--- src/rtl/hdrive_pkg.sv ---
package hdrive_pkg;
  typedef enum logic [2:0] {
    ST_OFF  = 3'd0,
    ST_LP   = 3'd1,
    ST_UP   = 3'd2,
    ST_RUN  = 3'd3,
    ST_DOWN = 3'd4
  } hd_state_e;
endpackage

--- src/rtl/hdrive_stby_guard.sv ---
module hdrive_stby_guard (
  input  logic       clk_i,
  input  logic       rst_ni,
  input  logic [1:0] stby_i,
  output logic       on_req_o
);
  logic [1:0] ref_q;
  logic       on_q;

  // only a change of both bits against the last accepted value counts
  always_ff @(posedge clk_i or negedge rst_ni) begin
    if (!rst_ni) begin
      ref_q <= 2'b00;
      on_q  <= 1'b0;
    end else if (stby_i == ~ref_q) begin
      ref_q <= stby_i;
      on_q  <= ~on_q;
    end
  end

  assign on_req_o = on_q;
endmodule

--- src/rtl/hdrive_pulse_gen.sv ---
module hdrive_pulse_gen #(
  parameter int CNT_W = 12
) (
  input  logic             clk_i,
  input  logic             rst_ni,
  input  logic             en_i,
  input  logic [CNT_W-1:0] ton_i,
  input  logic [CNT_W-1:0] toff_i,
  output logic             drive_o,
  output logic             line_end_o
);
  localparam int PW = CNT_W + 1;

  logic [PW-1:0] cnt_q;
  logic [PW-1:0] per;
  logic          drive_q;

  assign per        = {1'b0, ton_i} + {1'b0, toff_i};
  assign line_end_o = en_i && ((cnt_q + PW'(1)) >= per);

  always_ff @(posedge clk_i or negedge rst_ni) begin
    if (!rst_ni) begin
      cnt_q   <= '0;
      drive_q <= 1'b0;
    end else if (!en_i) begin
      cnt_q   <= '0;
      drive_q <= 1'b0;
    end else begin
      cnt_q   <= line_end_o ? '0 : cnt_q + PW'(1);
      drive_q <= (cnt_q < {1'b0, ton_i});
    end
  end

  assign drive_o = drive_q;
endmodule

--- src/rtl/hdrive_ramp_ctrl.sv ---
module hdrive_ramp_ctrl
  import hdrive_pkg::*;
#(
  parameter int CNT_W    = 12,
  parameter int STEP     = 4,
  parameter int LP_NUM   = 77,
  parameter int LP_SHIFT = 8
) (
  input  logic             clk_i,
  input  logic             rst_ni,
  input  logic             line_end_i,
  input  logic             on_req_i,
  input  logic             lp_req_i,
  input  logic             supply_ok_i,
  input  logic             cfg_rx_i,
  input  logic [CNT_W-1:0] ton_nom_i,
  output hd_state_e        state_o,
  output logic [CNT_W-1:0] ton_o
);
  localparam int              MW     = CNT_W + LP_SHIFT;
  localparam logic [CNT_W:0]  STEP_W = (CNT_W+1)'(STEP);

  hd_state_e        state_q, state_d;
  logic [CNT_W-1:0] ton_q, ton_d;
  logic [MW-1:0]    lp_prod;
  logic [CNT_W-1:0] lp_tgt;

  assign lp_prod = {{LP_SHIFT{1'b0}}, ton_nom_i} * MW'(LP_NUM);
  assign lp_tgt  = CNT_W'(lp_prod >> LP_SHIFT);

  function automatic logic [CNT_W-1:0] step_up(input logic [CNT_W-1:0] a,
                                               input logic [CNT_W-1:0] lim);
    logic [CNT_W:0] s;
    s = {1'b0, a} + STEP_W;
    return (s >= {1'b0, lim}) ? lim : CNT_W'(s);
  endfunction

  function automatic logic [CNT_W-1:0] step_dn(input logic [CNT_W-1:0] a);
    return ({1'b0, a} > STEP_W) ? CNT_W'({1'b0, a} - STEP_W) : '0;
  endfunction

  always_comb begin
    state_d = state_q;
    ton_d   = ton_q;
    unique case (state_q)
      ST_OFF: begin
        ton_d = '0;
        if (on_req_i)      state_d = ST_UP;
        else if (lp_req_i) state_d = ST_LP;
      end
      ST_LP: if (line_end_i) begin
        if (on_req_i && supply_ok_i && cfg_rx_i) begin
          state_d = ST_UP;
          ton_d   = step_up(ton_q, ton_nom_i);
        end else begin
          ton_d   = step_up(ton_q, lp_tgt);
        end
      end
      ST_UP: if (line_end_i) begin
        if (!on_req_i) begin
          ton_d   = step_dn(ton_q);
          state_d = (ton_d == '0) ? ST_OFF : ST_DOWN;
        end else begin
          ton_d = step_up(ton_q, ton_nom_i);
          if (ton_d == ton_nom_i) state_d = ST_RUN;
        end
      end
      ST_RUN: if (line_end_i) begin
        if (!on_req_i) begin
          ton_d   = step_dn(ton_q);
          state_d = (ton_d == '0) ? ST_OFF : ST_DOWN;
        end else begin
          ton_d = ton_nom_i;
        end
      end
      ST_DOWN: if (line_end_i) begin
        if (on_req_i) begin
          state_d = ST_UP;
          ton_d   = step_up(ton_q, ton_nom_i);
        end else if ({1'b0, ton_q} <= STEP_W) begin
          state_d = ST_OFF;
          ton_d   = '0;
        end else begin
          ton_d = step_dn(ton_q);
        end
      end
      default: begin
        state_d = ST_OFF;
        ton_d   = '0;
      end
    endcase
  end

  always_ff @(posedge clk_i or negedge rst_ni) begin
    if (!rst_ni) begin
      state_q <= ST_OFF;
      ton_q   <= '0;
    end else begin
      state_q <= state_d;
      ton_q   <= ton_d;
    end
  end

  assign state_o = state_q;
  assign ton_o   = ton_q;
endmodule

--- src/rtl/hdrive_fb_watch.sv ---
module hdrive_fb_watch #(
  parameter int MISS_LINES  = 3,
  parameter int SYNC_STAGES = 2
) (
  input  logic clk_i,
  input  logic rst_ni,
  input  logic en_i,
  input  logic line_end_i,
  input  logic flyback_i,
  input  logic clr_i,
  output logic miss_o
);
  localparam int CW = $clog2(MISS_LINES + 1);

  logic [SYNC_STAGES-1:0] sync_q;
  logic                   prev_q;
  logic                   fb_edge;
  logic [CW-1:0]          cnt_q;
  logic                   miss_q;

  assign fb_edge = sync_q[SYNC_STAGES-1] & ~prev_q;

  always_ff @(posedge clk_i or negedge rst_ni) begin
    if (!rst_ni) begin
      sync_q <= '0;
      prev_q <= 1'b0;
    end else begin
      sync_q <= {sync_q[SYNC_STAGES-2:0], flyback_i};
      prev_q <= sync_q[SYNC_STAGES-1];
    end
  end

  always_ff @(posedge clk_i or negedge rst_ni) begin
    if (!rst_ni) begin
      cnt_q  <= '0;
      miss_q <= 1'b0;
    end else if (clr_i) begin
      cnt_q  <= '0;
      miss_q <= 1'b0;
    end else begin
      if (!en_i || fb_edge)                                cnt_q <= '0;
      else if (line_end_i && cnt_q < CW'(MISS_LINES))      cnt_q <= cnt_q + CW'(1);
      miss_q <= miss_q | (cnt_q == CW'(MISS_LINES));
    end
  end

  assign miss_o = miss_q;
endmodule

--- src/rtl/hdrive_seq.sv ---
module hdrive_seq
  import hdrive_pkg::*;
#(
  parameter int CNT_W       = 12,
  parameter int STEP        = 4,
  parameter int MISS_LINES  = 3,
  parameter int SYNC_STAGES = 2
) (
  input  logic             clk_i,
  input  logic             rst_ni,
  input  logic [CNT_W-1:0] ton_nom_i,
  input  logic [CNT_W-1:0] toff_nom_i,
  input  logic             lp_start_i,
  input  logic             supply_ok_i,
  input  logic             cfg_rx_i,
  input  logic [1:0]       stby_i,
  input  logic             flyback_i,
  input  logic             miss_clr_i,
  output logic             drive_o,
  output logic             miss_fb_o,
  output logic [2:0]       state_o
);
  logic             on_req;
  logic             line_end;
  logic             running;
  logic [CNT_W-1:0] ton_cur;
  hd_state_e        state;

  assign running = (state != ST_OFF);
  assign state_o = state;

  hdrive_stby_guard u_guard (
    .clk_i    (clk_i),
    .rst_ni   (rst_ni),
    .stby_i   (stby_i),
    .on_req_o (on_req)
  );

  hdrive_ramp_ctrl #(
    .CNT_W (CNT_W),
    .STEP  (STEP)
  ) u_ramp (
    .clk_i       (clk_i),
    .rst_ni      (rst_ni),
    .line_end_i  (line_end),
    .on_req_i    (on_req),
    .lp_req_i    (lp_start_i),
    .supply_ok_i (supply_ok_i),
    .cfg_rx_i    (cfg_rx_i),
    .ton_nom_i   (ton_nom_i),
    .state_o     (state),
    .ton_o       (ton_cur)
  );

  hdrive_pulse_gen #(
    .CNT_W (CNT_W)
  ) u_pulse (
    .clk_i      (clk_i),
    .rst_ni     (rst_ni),
    .en_i       (running),
    .ton_i      (ton_cur),
    .toff_i     (toff_nom_i),
    .drive_o    (drive_o),
    .line_end_o (line_end)
  );

  hdrive_fb_watch #(
    .MISS_LINES  (MISS_LINES),
    .SYNC_STAGES (SYNC_STAGES)
  ) u_fb (
    .clk_i      (clk_i),
    .rst_ni     (rst_ni),
    .en_i       (running),
    .line_end_i (line_end),
    .flyback_i  (flyback_i),
    .clr_i      (miss_clr_i),
    .miss_o     (miss_fb_o)
  );
endmodule

--- config.mk ---
export PLATFORM = sky130hd
export DESIGN_NAME = hdrive_seq
export DESIGN_NICKNAME = d
export VERILOG_FILES = /design/src/rtl/hdrive_pkg.sv /design/src/rtl/hdrive_stby_guard.sv /design/src/rtl/hdrive_pulse_gen.sv /design/src/rtl/hdrive_ramp_ctrl.sv /design/src/rtl/hdrive_fb_watch.sv /design/src/rtl/hdrive_seq.sv
export SDC_FILE = /design/constraint.sdc
export NUM_CORES = 1
export LEC_CHECK = 0
export BUFFER_PORTS_ARGS = -buffer_cell sky130_fd_sc_hd__buf_2
export CORE_ASPECT_RATIO = 1.2
export CORE_UTILIZATION = 30
export DETAILED_ROUTE_END_ITERATION = 16
export MAX_ROUTING_LAYER = met4
export PLACE_DENSITY = 0.46
export SETUP_SLACK_MARGIN = 0.4
export SLEW_MARGIN = 40
export SYNTH_ARGS = -nofsm -noshare
export SYNTH_HDL_FRONTEND = slang
export SYNTH_SLANG_ARGS = --single-unit
--- constraint.sdc ---
create_clock -name clk_i -period 10.2 [get_ports clk_i]
set_input_delay 1.53 -clock clk_i [delete_from_list [all_inputs] [get_ports clk_i]]
set_output_delay 1.53 -clock clk_i [all_outputs]
set_load 0.005 [all_outputs]
==> results of run 1 <==
state kept, by name, summed over array words and instances, names as in the netlist:
| signal | cells |
|---|---|
| u_pulse.cnt_q | 13 |
| u_ramp.ton_o | 12 |
| u_ramp.state_o | 3 |
| u_fb.cnt_q | 2 |
| u_fb.sync_q | 2 |
| u_guard.ref_q | 2 |
| u_fb.miss_o | 1 |
| u_fb.prev_q | 1 |
| u_guard.on_req_o | 1 |
| u_pulse.drive_o | 1 |
worst max-delay path, delay by kind of cell:
kind,cells,cell delay [ps]
AO/OA/AOI/OAI,11,2490
adder cells (fa/ha/maj),6,2230
buffers and inverters,3,300
XOR/XNOR,1,250
AND/OR/NAND/NOR,2,220
per-stage QoR:
step	power, µW	instance area [µm²]	hold WS (ps)	util
2_1_floorplan	574.3	5539	331.2	-
3_3_place_gp	715.8	5924	334.4	0.3272
3_5_place_dp	725.5	5932	341.1	0.3276
4_1_cts	912.5	6097	359.9	0.3367
5_1_grt	985.7	6097	373.8	0.3367
6_report	906.6	6097	363.8	0.3367
final timing paths:
path / from / to / cells after the start
worst max-delay path: ton_nom_i[6] / u_ramp.ton_o[8] / 23
worst min-delay path: u_fb.sync_q[0] / u_fb.sync_q[1] / 0
worst max register to register: u_ramp.ton_o[0] / u_ramp.state_o[0] / 19
worst min register to register: u_fb.sync_q[0] / u_fb.sync_q[1] / 0
max in group asynchronous: rst_ni / u_guard.on_req_o / 1
min in group asynchronous: rst_ni / u_ramp.ton_o[9] / 1
routing by layer:
| metal | vias to the layer above | routed length [µm] |
|---|---|---|
| li1 | 2379 | - |
| met1 | 2351 | 7124 |
| met2 | 121 | 8228 |
| met3 | 50 | 450 |
| met4 | 0 | 603 |
| met5 | - | 0 |
power groups by stage:
stage          sequential, µW  combinational [µW]  clock [µW]
3_5_place_dp              207                 518           0
4_1_cts                   204                 523         185
5_1_grt                   208                 589         189
2_1_floorplan             186                 388           0
6_report                  204                 518         184
3_3_place_gp              206                 510           0
cell usage in the layout (no fill, tap or decap), types with 11 or more instances in the layout:
cell type | synthesis | final
inv_1 | 52 | 52
a21o_1 | 11 | 11
nor2_1 | 43 | 43
ha_1 | 109 | 109
nor3_1 | 17 | 17
nand2_1 | 33 | 33
xnor2_1 | 44 | 44
o21ai_0 | 35 | 35
a21oi_1 | 31 | 31
nor2b_1 | 24 | 24
dfrtp_1 | 38 | 38
xor2_1 | 18 | 18
buf_2 | 4 | 36
nand3_1 | 21 | 21
fa_1 | 16 | 16
cell families (layout without fill, tap and decap cells):
family	count (synthesis)	after routing	synth area share
muxes	6	6	0.01152
xor gates and xnor gates	62	62	0.09803
AOI/OAI and AO/OA	152	152	0.1864
buffers and inverters	71	100	0.05308
adders and majority gates	125	125	0.3040
and+or+nand+nor	187	187	0.1753
DFF	38	38	0.1717
cell type report:
type,instances,share of cell area
Clock buffer,5,0.02052
Clock inverter,3,0.006567
Inverter,53,0.03263
Multi-Input combinational cell,532,0.7051
Sequential cell,38,0.1560
Tap cell,224,0.04597
Timing Repair Buffer,39,0.03324
==> summary.md, run 1 <==
| Metric | Value |
|---|---|
| Measured slew at the worst slew-check pin | 772.3 ps |
| Drt total wl | 16.41 mm |
| Pleak | 0.002862 µW |
| Final hold violations | 0 |
| Arrival time worst endpoint | 7070 ps |
| Post-synthesis sequential area ratio | 0.1717 |
| Fillers | 1941 |
| Post-layout min period | 6841 ps |
| Fin cells | between 800 and 900 |
| Pwr dens | 148.7 nW/µm² |
| Dpl ws | about 3100 ps |
| R2R Setup Slk | 5260 ps |
| Drt drc | 0 |
| Cell-internal power | roughly 500 µW |
| Number of diodes | 0 |
| Met3 Usage GRT | 0.01731 |
| Hold crit path type | reg2reg |
| First-pass GRT wire length | approximately 27 mm |
| Synth cell types | 68 |
| Die Area | roughly 19000 µm² |
| Vias in the first global route | 5066 |
| Count leader, synth | ha_1 |
| Die Span Y | 150.9 µm |
| Clk pin slew, worst setup/hold paths | 70 ps |
| Yosys top cell by area | ha_1 |
| CP startpoint kind | primary input |
| Vias per cell | 5.482 |
| Critical Path End Type | flip-flop |
| Area delta synth->final | 10.07% |
| Number of DRC markers in iteration 0 | 377 |
| Clk network pwr share | 0.203 |
| CTS tree | yes |
| RSZ-0062 raised after global routing | no |
| CORE AREA | 18110 µm² |
| Skew-Pair Late Insertion Delay | 290 ps |
| Mean Syn Cell Area | 8.641 µm² |
| Final setup viols | 0 |
| Sinks on Clock Net | 38 |
| Logic pwr share | 0.572 |
| Status | complete, no violations |
| Final Cycle Share | 0.6706 |
| Register area | 950.9 µm² |
| Syn nets | 799 |
| # IOs | 38 |
| Final Wtd Congestion | 0.9229 |
| Clk buf depth | 2 |
| IO buf count | 37 |
| Multi-input logic area | around 4300 µm² |
| Asr flop ratio synth | 1.000 |
| Share of layout cells above drive strength 1 | 0.1000 |
| Top cell by count, worst path | ha_1 |
| Met2 GRT Util | 0.3320 |
| Fmax | 146.2 MHz |
| CTS Buf Count | 5 |
| Antenna-violating nets left | 0 |
| Dpl cells | approximately 890 |
| Slew margin rel. | 0.4797 |
| Synth cell count leaders | ha_1 (109), inv_1 (52), xnor2_1 (44), nor2_1 (43), dfrtp_1 (38) |
| CP Data Required Time | 10430 ps |
| CTS Hold Bufs | 0 |
| Switch Pwr | 406.7 µW |
| Starting Density | 0.3059 |
| First-pass detailed-route iteration total | 6 |
| Post-CTS Setup Repair Bufs | 0 |
| Area of the mapped netlist | 5539 µm² |
| Largest net degree at the start of global routing | 39 |
| Syn. warnings | 0 |
| Number of flops mapped to enable cells by yosys | 0 |
| Nets@finish | 827 |
| CTS root buf | clkbuf_16 |
| Post-CTS sizing | 0 |
| CP max-delay cell | fa_1 |
| Synth top area share | 0.2462 |
| Clk_skew | 10.55 ps |
| Initial antenna violation count | 0 |
| Wire per inst | 18.35 µm |
| Sw frac | 0.4486 |
| Share of total power in sequential cells | 0.225 |
| CP peak stage delay | 530 ps |
| Ranking of synthesized cells by area | ha_1 (25%), dfrtp_1 (17%), xnor2_1 (7.0%) |
| Crit-path max FO | 8 |
| Vias | 4901 |
| GRT Total Usage | 0.1860 |
| Fin. max-slew vios | 0 |
| Synth Flop Type | dfrtp_1 |
| HPWL Detailed | 13.23 mm |
| Max-Cap Viols | 0 |
| Worst setup margin | 3359 ps |
| Mapped Cells | 641 |
| #FFs+latches synth | 38 |
| Sum of negative setup slack | 0 ps |
| Num rows | 54 |
| Crit Path Class | in2reg |
| Die W | 126.0 µm |
| Crit path cell chain | buf_2 > ha_1 > ha_1 > fa_1 > inv_1 > fa_1 > inv_1 > ha_1 > o21ai_0 > nor2_1 > a211oi_1 > o21ai_0 > a21oi_1 > xor2_1 > ha_1 > a211oi_1 > o211ai_1 > a21oi_1 > o221ai_1 > o2bb2ai_2 > nand4_1 > a21oi_1 > a311o_1 |
| Busiest grt layer | met2 |
| Worst IR Drop VDD | 0.06654 mV |
| Met1 Use GR | 0.2157 |
| Total grt overflow | 0 |
| H-tree levels | 2 |
No activity file was read; power rests on OpenSTA's default activity.
==> inputs of run 2 (changes only) <==
==> constraint.sdc (replaced) <==
create_clock -name clk_i -period 6.4 [get_ports clk_i]
set_input_delay 0.96 -clock clk_i [delete_from_list [all_inputs] [get_ports clk_i]]
set_output_delay 0.96 -clock clk_i [all_outputs]
set_load 0.005 [all_outputs]
==> summary.md, run 2 (synthesis gave the netlist of run 1 again) <==
| Metric | Value |
|---|---|
| RSZ-0062 raised after global routing | no |
| Worst setup margin | 620.9 ps (-2739 ps) |
| CP peak stage delay | 540 ps (about the same) |
| Clk buf depth | 2 (unchanged) |
| Vias | 4830 (-1.4%) |
| GRT Total Usage | 0.1844 (-0.001585) |
| Dpl ws | 10.43 ps (-3085 ps) |
| CP max-delay cell | fa_1 |
| Fmax | ~170 MHz |
| Pwr dens | 236.7 nW/µm² (+59%) |
| Max-Cap Viols | 0 (unchanged) |
| Die W | 126.0 µm (unchanged) |
| Die Area | 19010 µm² (unchanged) |
| IO buf count | 37 (unchanged) |
| Crit-path max FO | 8 (unchanged) |
| Clk pin slew, worst setup/hold paths | 60 ps (about the same) |
| Largest register by flop count | u_pulse.cnt_q |
| Post-layout min period | 5779 ps |
| Slew margin rel. | 0.4359 (-0.04381) |
| CTS root buf | clkbuf_16 |
| Largest net degree at the start of global routing | 39 (unchanged) |
| Wire per inst | 17.80 µm (-3.0%) |
| Number of DRC markers in iteration 0 | 269 (-29%) |
| Measured slew at the worst slew-check pin | 837.3 ps (+65.03 ps) |
| Max FFs per register | 13 (unchanged) |
| Critical Path End Type | flip-flop |
| Skew-Pair Late Insertion Delay | 290 ps (about the same) |
| H-tree levels | 2 (unchanged) |
| Die Span Y | 150.9 µm (unchanged) |
| Crit path cell chain | buf_2 > ha_1 > ha_1 > fa_1 > inv_1 > fa_1 > inv_1 > ha_1 > and3_1 > a211oi_2 > o21ai_2 > a41o_1 > o21a_1 > or2_2 > ha_1 > o211ai_1 > o221ai_2 > buf_4 > o2bb2ai_4 > buf_4 > a221oi_1 > nor2_1 |
| CTS Hold Bufs | 0 (unchanged) |
| CP Data Required Time | 6570 ps (-3860 ps) |
| Share of layout cells above drive strength 1 | 0.1333 (+0.03333) |
| CORE AREA | 18110 µm² (unchanged) |
| Area after DPL | 6062 µm² (+2.2%) |
| Fillers | 1891 (-2.6%) |
| CTS Buf Count | 5 (unchanged) |
| CP startpoint kind | primary input |
| Clk_skew | 6.555 ps (-3.997 ps) |
| Starting Density | 0.3059 (unchanged) |
| Nets@finish | 847 (+2.4%) |
| Hold crit path type | reg2reg |
| # IOs | 38 (unchanged) |
| Final Wtd Congestion | 0.9133 (-1.0%) |
| Pleak | 0.002965 µW (+3.6%) |
| Vias per cell | 5.284 (-3.6%) |
| Total grt overflow | 0 (unchanged) |
| Sinks on Clock Net | 38 (unchanged) |
| First-pass GRT wire length | 26.51 mm (-0.52%) |
| Number of diodes | 0 (unchanged) |
| Final setup viols | 0 (unchanged) |
| Num rows | 54 (unchanged) |
| Crit Path Class | in2reg |
| HPWL Detailed | 13.36 mm (+1.0%) |
| Vias in the first global route | 5029 (-0.73%) |
| Worst IR Drop VDD | 0.1218 mV (+83%) |
| Final Cycle Share | 0.9030 |
| Commonest non-fill, non-tap cell in the layout | ha_1 |
| Fin. max-slew vios | 0 (unchanged) |
| Drt drc | 0 (unchanged) |
| Final hold violations | 0 (unchanged) |
| Status | complete, no violations |
| Drt total wl | 16.27 mm (-0.85%) |
| Antenna-violating nets left | 0 (unchanged) |
| Most frequent cells in the layout | ha_1 (109), inv_1 (52), xnor2_1 (44), nor2_1 (42), dfrtp_1 (38) |
| CTS tree | yes |
| First-pass detailed-route iteration total | 4 (-2) |
| Initial antenna violation count | 0 (unchanged) |
| Final instance area | 6286 µm² (+3.1%) |
| Area delta synth->final | 13.49% |
| Sum of negative setup slack | 0 ps (unchanged) |
| Top cell by count, worst path | ha_1 |
| Arrival time worst endpoint | 5950 ps (-1120 ps) |
-- run 2: final cells by class --
type / count / area, µm² / area share
clock buffers: 5 / 125.1 / 0.01990
well taps: 224 / 280.3 / 0.04459
clock inverters: 3 / 40.04 / 0.006369
multi-input cells: 532 / 4338 / 0.6901
flip-flops and latches: 38 / 950.9 / 0.1513
repair buffers: 59 / 352.8 / 0.05613
inverters: 53 / 198.9 / 0.03165
-- run 2: metal layers --
metal | wire length [µm] | vias up | GRT usage
met3 | 423 | 20 | 0.01554
met5 | 0 | - | -
met1 | 7010 | 2320 | 0.2146
met2 | 8487 | 78 | 0.3370
li1 | - | 2412 | -
met4 | 346 | 0 | 0.05663
-- run 2: worst max-delay path: cells and delay by family --
family | cells | cell delay, ps
AOI/OAI and AO/OA | 8 | 1620
adders and majority gates | 6 | 2230
buffers and inverters | 5 | 550
and+or+nand+nor | 3 | 610
-- run 2: stage by stage --
stage | total power [µW] | utilization | instances | hold slack (ps)
2_1_floorplan | 915.4 | - | 641 | 331.2
3_3_place_gp | 1172 | 0.3346 | 904 | 333.1
3_5_place_dp | 1178 | 0.3348 | 904 | 347.7
4_1_cts | 1491 | 0.3452 | 912 | 362.0
5_1_grt | 1618 | 0.3472 | 914 | 378.0
6_report | 1488 | 0.3472 | 914 | 357.3
-- run 2: what timing repair did --
item / in CTS / in global routing
gates resized for setup: 3 / 7
setup buffers: 0 / 2
endpoints found under the setup margin: 11 / 11
pin swaps: 0 / 3
-- run 2: path summary, 6_finish.rpt --
kind | from | end | slack [ps] | cells after the start
setup reg to reg | u_ramp.ton_o[0] | u_ramp.state_o[0] | 1490 | 19
hold reg to reg | u_fb.sync_q[0] | u_fb.sync_q[1] | 360 | 0
setup / recovery | ton_nom_i[5] | u_ramp.ton_o[6] | 620 | 22
min in group asynchronous | rst_ni | u_pulse.cnt_q[2] | 660 | 1
max in group asynchronous | rst_ni | u_fb.miss_o | 5360 | 1
hold / removal | u_fb.sync_q[0] | u_fb.sync_q[1] | 360 | 0
-- run 2: report_power, final --
part           total [µW]  switching, µW  internal (µW)  leakage [µW]
clock network         291            109            183     0.0000836
logic                 872            485            387       0.00237
registers             325           54.9            270      0.000509
